**src/rtl/iir_lp2_pkg.sv**
```systemverilog
package iir_lp2_pkg;
  // Number of terms in each three-tap sum
  localparam int unsigned NTAP = 3;
endpackage

```
**src/rtl/iir_mac_rs.sv**
```systemverilog
// Multi-term signed multiply-accumulate with round-half-up and saturation.
module iir_mac_rs #(
  parameter int unsigned NT   = 3,
  parameter int unsigned CW   = 16,
  parameter int unsigned DW   = 18,
  parameter int unsigned FRAC = 14,
  parameter int unsigned OW   = 18
) (
  input  logic [NT-1:0][CW-1:0] coef_i,
  input  logic [NT-1:0][DW-1:0] data_i,
  output logic [OW-1:0]         result_o
);
  localparam int unsigned PW = CW + DW;
  localparam int unsigned AW = PW + $clog2(NT) + 4;
  localparam logic signed [AW-1:0] HALF = AW'(1) <<< (FRAC - 1);
  localparam logic signed [AW-1:0] MAXV = {{(AW-OW+1){1'b0}}, {(OW-1){1'b1}}};
  localparam logic signed [AW-1:0] MINV = ~MAXV;

  logic signed [AW-1:0] prod [NT];
  logic signed [AW-1:0] acc, shifted;

  for (genvar t = 0; t < NT; t++) begin : g_term
    assign prod[t] = AW'($signed(coef_i[t])) * AW'($signed(data_i[t]));
  end

  always_comb begin
    acc = HALF;
    for (int t = 0; t < NT; t++) acc = acc + prod[t];
    shifted = acc >>> FRAC;
    if (shifted > MAXV)      result_o = MAXV[OW-1:0];
    else if (shifted < MINV) result_o = MINV[OW-1:0];
    else                     result_o = shifted[OW-1:0];
  end
endmodule

```
**src/rtl/iir_dline.sv**
```systemverilog
// Shared two-word delay line plus the registered output stage.
module iir_dline #(
  parameter int unsigned SW = 18,
  parameter int unsigned OW = 16
) (
  input  logic          clk,
  input  logic          rst,
  input  logic          adv_i,
  input  logic [SW-1:0] w_new_i,
  input  logic [OW-1:0] y_new_i,
  output logic [SW-1:0] w1_o,
  output logic [SW-1:0] w2_o,
  output logic [OW-1:0] y_o,
  output logic          valid_o
);
  always_ff @(posedge clk) begin
    if (rst) begin
      w1_o    <= '0;
      w2_o    <= '0;
      y_o     <= '0;
      valid_o <= 1'b0;
    end else begin
      valid_o <= adv_i;
      if (adv_i) begin
        w1_o <= w_new_i;
        w2_o <= w1_o;
        y_o  <= y_new_i;
      end
    end
  end


  valid_follows_chk: assert property (@(posedge clk) disable iff (rst)
    adv_i |=> valid_o);

  valid_idle_chk: assert property (@(posedge clk) disable iff (rst)
    !adv_i |=> !valid_o);

  state_hold_chk: assert property (@(posedge clk) disable iff (rst)
    !adv_i |=> ($stable(w1_o) && $stable(w2_o) && $stable(y_o)));

  shift_order_chk: assert property (@(posedge clk) disable iff (rst)
    adv_i |=> (w2_o == $past(w1_o)));

  reset_clear_chk: assert property (@(posedge clk)
    rst |=> (!valid_o && w1_o == '0 && w2_o == '0 && y_o == '0));
endmodule

```
**src/rtl/iir_lp2_df2.sv**
```systemverilog
module iir_lp2_df2
  import iir_lp2_pkg::*;
#(
  parameter int unsigned DW    = 16,
  parameter int unsigned SW    = 18,
  parameter int unsigned CW    = 16,
  parameter int unsigned CFRAC = 14,
  parameter int          B0    = 1228,
  parameter int          B1    = 2456,
  parameter int          B2    = 1228,
  parameter int          A1    = -17863,
  parameter int          A2    = 6392
) (
  input  logic          clk,
  input  logic          rst,
  input  logic          in_valid,
  input  logic [DW-1:0] in_sample,
  output logic          out_valid,
  output logic [DW-1:0] out_sample
);
  localparam logic [CW-1:0] C_ONE = CW'(1 << CFRAC);
  localparam logic [CW-1:0] C_NA1 = CW'(-A1);
  localparam logic [CW-1:0] C_NA2 = CW'(-A2);

  logic [SW-1:0] w1, w2, w_new;
  logic [DW-1:0] y_new;
  logic [NTAP-1:0][CW-1:0] fb_coef, ff_coef;
  logic [NTAP-1:0][SW-1:0] fb_data, ff_data;

  assign fb_coef = {C_NA2, C_NA1, C_ONE};
  assign fb_data = {w2, w1, SW'($signed(in_sample))};
  assign ff_coef = {CW'(B2), CW'(B1), CW'(B0)};
  assign ff_data = {w2, w1, w_new};

  iir_mac_rs #(.NT(NTAP), .CW(CW), .DW(SW), .FRAC(CFRAC), .OW(SW)) u_fb (
    .coef_i(fb_coef), .data_i(fb_data), .result_o(w_new));

  iir_mac_rs #(.NT(NTAP), .CW(CW), .DW(SW), .FRAC(CFRAC), .OW(DW)) u_ff (
    .coef_i(ff_coef), .data_i(ff_data), .result_o(y_new));

  iir_dline #(.SW(SW), .OW(DW)) u_dline (
    .clk(clk), .rst(rst), .adv_i(in_valid), .w_new_i(w_new), .y_new_i(y_new),
    .w1_o(w1), .w2_o(w2), .y_o(out_sample), .valid_o(out_valid));


  out_sat_hold_chk: assert property (@(posedge clk) disable iff (rst)
    (in_valid && $signed(w_new) == $signed({1'b0, {(SW-1){1'b1}}})) |=>
      ($signed(w1) > 0));
endmodule

```
**config.mk**
```make
export PLATFORM = sky130hd
export DESIGN_NAME = iir_lp2_df2
export DESIGN_NICKNAME = d
export VERILOG_FILES = /design/src/rtl/iir_lp2_pkg.sv /design/src/rtl/iir_mac_rs.sv /design/src/rtl/iir_dline.sv /design/src/rtl/iir_lp2_df2.sv
export SDC_FILE = /design/constraint.sdc
export NUM_CORES = 1
export LEC_CHECK = 0
export ABC_AREA = 1
export BUFFER_PORTS_ARGS = -buffer_cell sky130_fd_sc_hd__buf_2
export CAP_MARGIN = 25
export CORE_MARGIN = 10
export CORE_UTILIZATION = 45
export CTS_CLUSTER_SIZE = 25
export DETAILED_ROUTE_END_ITERATION = 7
export SLEW_MARGIN = 25
export SYNTH_ARGS = -nofsm -noshare
export SYNTH_HDL_FRONTEND = slang
export SYNTH_SLANG_ARGS = --single-unit
```
**constraint.sdc**
```tcl
create_clock -name clk -period 14.9 [get_ports clk]
set_clock_uncertainty 0.15 [all_clocks]
set_input_delay 2.98 -clock clk [delete_from_list [all_inputs] [get_ports clk]]
set_output_delay 2.98 -clock clk [all_outputs]
set_load 0.05 [all_outputs]
```
==> metrics.yaml, run 1 <==
outcome:
  outcome: "finished, final reports clean"
logic_synthesis:
  synth_xor_area_share_pct: 7.17
  synthCells: 3096
  ys_ff_latch: 53
  yosys.area.top_type: "fa_1"
  synth_top_family_by_area: "adder cells"
  synth_top_area_share_pct: 27.8
  synth_fa_ha_area_share_pct: 53.8
  synth_common_cells: "813 x inv_1, 513 x ha_1, 438 x nand2_1"
  synth_simple_gate_area_share_pct: 11.4
  yosys_warnings: 0
  ys_types: 49
  yosysMostFrequentCell: "inv_1"
  synth_ff_type: "dfxtp_1"
  synth_compound_area_share_pct: 10.6
  syn_avg_cell_area_um2: 7.98
  muxShareOfSynthArea_pct: 0
  async_reset_ff_share_pct: 0
  synth_area_leaders: "fa_1 28%, ha_1 26%, inv_1 12%"
  synth-edff-count: 0
  synthesis.nets: 3971
  seq_area_frac_synth_pct: 4.30
  netlist_area_um2: 24700
route:
  drcViolationCount: 0
  drtIter0Drc: 1133
  firstDrtPassIters: 5
  finalWirelength_um: 74900
  num_vias: 21100
  viasPerCell: 5.04
  ant_nets: 0
  route.detailed.wl_per_inst_um: 17.9
sta:
  report.final.slew_viol_count: 0
  min_period_ns: 14.36
  min_period_over_period_pct: 96.4
  hold_violations: 0
  worst_pin_slew_ns: 0.947
  relSlewSlack_pct: 36.8
  clock.fmax_ghz: 0.0696
  finalSetupTns_ns: 0
  setup_viol: 0
placement:
  finalWeightedCongestion: 0.951
  io_buffers: 35
  dpl.hpwl_um: 65800
run:
  maxCapViolCount: 0
critical_path:
  cp_max_fo: 7
  max_stage_delay_ns: 0.54
  path_class: "reg -> reg"
  crit_path_end_kind: "flip-flop"
  required_ns: 15.00
  cp_common_cell: "nand2_2"
  cpMaxStageDelayCell: "fa_1"
  startpoint_type: "flip-flop"
  cp.arrival_ns: 14.46
finish:
  syn2layout_area_growth_pct: 21.1
  drive_gt1_share_pct: 19.2
  insertedDiodeCount: 0
  nNetsFinal: 4360
clock_network:
  clkLatencyLatePin_ns: 0.33
  clockRootBuffer: "clkbuf_16"
  cts_sinks: 53
  tritoncts: "built"
  ctsLongestPathBuffers: 2
  path_clk_slew_ns: 0.08
  numCtsBuffers: 5
  htree_levels: 2
global_routing:
  grt_max_degree: 53
  antenna_found_initial: 1
  grt_pass1_wl_um: 117000
  grt_pass1_vias: 21600
  grt_overflow: 0
  track_usage_pct: 23.2
min_path:
  min-delay-path-class: "reg -> reg"
floorplanning:
  rows: 85
  pin_count: 36
  core_area_um2: 54000
  die-area_um2: 64600
  die_w_um: 254
  die_h_um: 254
  start_util_pct: 45.7
==> layout make-up <==
| cell class | instances | area (µm²) |
|---|---|---|
| clock inverters | 2 | 38.8 |
| flip-flops and latches | 53 | 1100 |
| clock buffers | 6 | 129 |
| multi-input cells | 2205 | 21600 |
| well taps | 696 | 871 |
| repair buffers | 404 | 3060 |
| fillers | 5104 | 24100 |
| inverters | 816 | 3060 |
==> cells by family (layout without fill, tap and decap cells) <==
family,count (synthesis),after routing
xor gates and xnor gates,202,202
adders and majority gates,856,856
buffers and inverters,838,1228
and+or+nand+nor,674,674
DFF,53,53
AOI/OAI and AO/OA,473,473
==> registers in the layout, summed over array words and instances, names as in the netlist <==
register and flops:
u_dline.valid_o 1, u_dline.w1_o 18, u_dline.w2_o 18, u_dline.y_o 16
==> routing by layer <==
| metal | global-route usage [%] | vias to the layer above | routed length [µm] |
|---|---|---|---|
| met5 | 0 | - | 13 |
| met4 | 6.64 | 2 | 2300 |
| met3 | 1.83 | 83 | 2790 |
| met2 | 38.7 | 367 | 34700 |
| met1 | 31.8 | 10200 | 35100 |
| li1 | - | 10400 | - |
==> timing repair <==
| item | CTS | global route |
|---|---|---|
| buffers inserted | 5 | 18 |
| endpoints found under the setup margin | 16 | 16 |
| cloned | 0 | 3 |
| hold buffers | 0 | 0 |
| resized for setup | 38 | 217 |
| pin swaps | 14 | 108 |
==> worst paths after layout <==
kind                                startpoint                           end  slack (ns)  cells past startpoint
setup reg to reg  u_dline.w1_o[8]$_SDFFE_PP0P_  u_dline.y_o[14]$_SDFFE_PP0P_        0.54                     83
hold reg to reg   u_dline.y_o[15]$_SDFFE_PP0P_  u_dline.y_o[15]$_SDFFE_PP0P_        0.33                      2
hold / removal    u_dline.y_o[15]$_SDFFE_PP0P_  u_dline.y_o[15]$_SDFFE_PP0P_        0.33                      2
setup / recovery  u_dline.w1_o[8]$_SDFFE_PP0P_  u_dline.y_o[14]$_SDFFE_PP0P_        0.54                     83
==> per-stage QoR <==
step                std cells  util [%]  setup WS (ns)  area (µm²)  hold slack [ns]
global placement         4148      52.3         -0.302       28200            0.308
detailed placement       4148      52.3         -0.500       28200            0.314
CTS                      4161      53.0         0.0192       28600            0.326
floorplan                3096         -        0.00255       24700            0.395
finish                   4182      55.4          0.539       29900            0.328
global route             4182      55.4         -0.294       29900            0.375
==> placed cells by master, fill, tap and decap left out, types with 7 or more instances in the layout <==
master,instances
a21oi_2,44
nor2_2,7
nand2_2,43
o21ai_0,104
nand3_1,47
xor2_1,110
dfxtp_1,36
ha_1,458
o21ai_2,10
nor2_4,7
fa_1,341
nor3_1,19
o21ai_1,22
dfxtp_4,7
xnor2_1,86
ha_4,51
nor2_1,101
clkbuf_16,8
inv_1,794
a21oi_1,212
buf_4,359
a31oi_1,12
nand2_4,7
buf_2,35
a21boi_2,7
nand2_1,407
inv_2,22
dfxtp_2,10
o21bai_1,17
==> critical path: cells and delay by family, from the launching register on <==
kind / cells / cell delay, ns
buffers and inverters: 17 / 1.39
AND/OR/NAND/NOR: 26 / 2.70
flip-flops: 1 / 0.35
XOR/XNOR: 2 / 0.39
adder cells (fa/ha/maj): 17 / 6.37
AO/OA/AOI/OAI: 21 / 2.90
Power of run 1 is left out: the tool's default activity adds up to more than one toggle a clock period on the data nets, which glitch-free logic cannot reach.
==> run 2, diff against run 1 <==
--- a/config.mk
+++ b/config.mk
@@ -12,6 +12,7 @@
 export CORE_UTILIZATION = 45
 export CTS_CLUSTER_SIZE = 25
 export DETAILED_ROUTE_END_ITERATION = 7
+export RECOVER_POWER = 25
 export SLEW_MARGIN = 25
 export SYNTH_ARGS = -nofsm -noshare
 export SYNTH_HDL_FRONTEND = slang
==> run 2 against run 1 <==
  * Die area did not move
  * First-iteration DRC count decreased by 0.18%
  * Final cell count unchanged
  * Sequential share of layout area is essentially flat
  * Non-clock buffer count did not move
  * Maximum frequency is essentially flat
  * Largest cell class unchanged
==> metrics.yaml, run 2 (synthesis gave the netlist of run 1 again) <==
outcome:
  outcome: "finished, final reports clean"
route:
  finalWirelength_um: 74900
  route.detailed.wl_per_inst_um: 17.9
  drtIter0Drc: 1131
  num_vias: 21100
  ant_nets: 0
  firstDrtPassIters: 5
  viasPerCell: 5.04
  drcViolationCount: 0
sta:
  relSlewSlack_pct: 36.4
  hold_violations: 0
  finalSetupTns_ns: 0
  setup_viol: 0
  worst_pin_slew_ns: 0.953
  min_period_over_period_pct: 96.4
  report.final.slew_viol_count: 0
  clock.fmax_ghz: 0.0696
  min_period_ns: 14.37
critical_path:
  cp.arrival_ns: 14.47
  max_stage_delay_ns: 0.60
  cp_max_fo: 7
  cpMaxStageDelayCell: "fa_2"
  startpoint_type: "flip-flop"
  reg2reg_to: "u_dline.y_o[14]$_SDFFE_PP0P_"
  rr_worst_depth: 83
  r2r_slack_ns: 0.53
  crit_path_end_kind: "flip-flop"
  path_class: "reg -> reg"
  cp_common_cell: "nand2_2"
  required_ns: 15.00
  timing.rr.start: "u_dline.w1_o[8]$_SDFFE_PP0P_"
floorplanning:
  die_w_um: 254
  pin_count: 36
  core_area_um2: 54000
  die-area_um2: 64600
  rows: 85
  die_h_um: 254
  start_util_pct: 45.7
global_routing:
  grt_pass1_vias: 21600
  grt_max_degree: 53
  track_usage_pct: 23.2
  antenna_found_initial: 1
  grt_overflow: 0
  grt_pass1_wl_um: 117000
finish:
  top_regs: "u_dline.w1_o x18, u_dline.w2_o x18, u_dline.y_o x16"
  nNetsFinal: 4360
  syn2layout_area_growth_pct: 21.0
  final_common_cell: "inv_1"
  insertedDiodeCount: 0
  mostFrequentLayoutCells: "794 x inv_1, 458 x ha_1, 407 x nand2_1"
  drive_gt1_share_pct: 18.7
clock_network:
  numCtsBuffers: 5
  ctsLongestPathBuffers: 2
  path_clk_slew_ns: 0.08
  clockRootBuffer: "clkbuf_16"
  clkLatencyLatePin_ns: 0.33
  htree_levels: 2
  cts_sinks: 53
  tritoncts: "built"
  cts_hold_buffers: 0
placement:
  finalWeightedCongestion: 0.951
  dpl.hpwl_um: 65800
  io_buffers: 35
min_path:
  min-delay-start: "u_dline.y_o[15]$_SDFFE_PP0P_"
  min-delay-path-class: "reg -> reg"
  holdPathEnd: "u_dline.y_o[15]$_SDFFE_PP0P_"
  holdPathStages: 2
run:
  maxCapViolCount: 0
==> run 2: how the worst max path moves through the flow <==
stage / start / endpoint / slack [ns] / depth (start not counted)
floorplan: u_dline.w1_o[9]$_SDFFE_PP0P_ / u_dline.y_o[10]$_SDFFE_PP0P_ / 0.003 / 81
global placement: u_dline.w1_o[9]$_SDFFE_PP0P_ / u_dline.y_o[4]$_SDFFE_PP0P_ / -0.30 / 71
detailed placement: u_dline.w1_o[9]$_SDFFE_PP0P_ / u_dline.y_o[4]$_SDFFE_PP0P_ / -0.50 / 69
CTS: u_dline.w1_o[2]$_SDFFE_PP0P_ / u_dline.y_o[1]$_SDFFE_PP0P_ / 0.02 / 84
global route: u_dline.w1_o[8]$_SDFFE_PP0P_ / u_dline.y_o[12]$_SDFFE_PP0P_ / -0.29 / 84
finish: u_dline.w1_o[8]$_SDFFE_PP0P_ / u_dline.y_o[14]$_SDFFE_PP0P_ / 0.53 / 83
==> run 2: stage by stage <==
step,utilization [%],setup WS (ns),std cells,hold slack (ns),cell area [µm²]
2_1_floorplan,-,0.00255,3096,0.395,24700
3_3_place_gp,52.3,-0.302,4148,0.308,28200
3_5_place_dp,52.3,-0.500,4148,0.314,28200
4_1_cts,53.0,0.0192,4161,0.326,28600
5_1_grt,55.3,-0.294,4182,0.378,29900
6_report,55.3,0.533,4182,0.330,29900
==> run 2: layout make-up <==
type	count	area, µm²
multi-input combinational	2205	21600
tap	696	871
inverter	816	3060
sequential	53	1100
clock inverter	2	38.8
fill	5115	24100
timing repair buffer	404	3040
clock buffer	6	129
==> run 2: critical path, delay by kind of cell, from the launching register on <==
family	cells	cell delay (ns)
compound gates	22	3.14
xor+xnor	3	0.52
fa+ha+maj	17	6.18
buf+inv	19	1.75
flops	1	0.35
simple gates	22	2.16
==> run 2: timing repair <==
action,4_1_cts,5_1_grt
pin swaps,14,108
setup buffers,5,18
endpoints found under the setup margin,16,16
gates cloned,0,3
resized for setup,38,217
==> run 2: per-layer routing <==
| metal | vias up | wire (µm) | share of wire (%) | GRT usage [%] |
|---|---|---|---|---|
| li1 | 10400 | - | - | - |
| met1 | 10200 | 35100 | 47 | 31.8 |
| met2 | 365 | 34700 | 46 | 38.7 |
| met3 | 83 | 2750 | 3.7 | 1.83 |
| met4 | 2 | 2300 | 3.1 | 6.64 |
| met5 | - | 13 | 0.017 | 0 |
Power of run 2 is left out for the same reason.
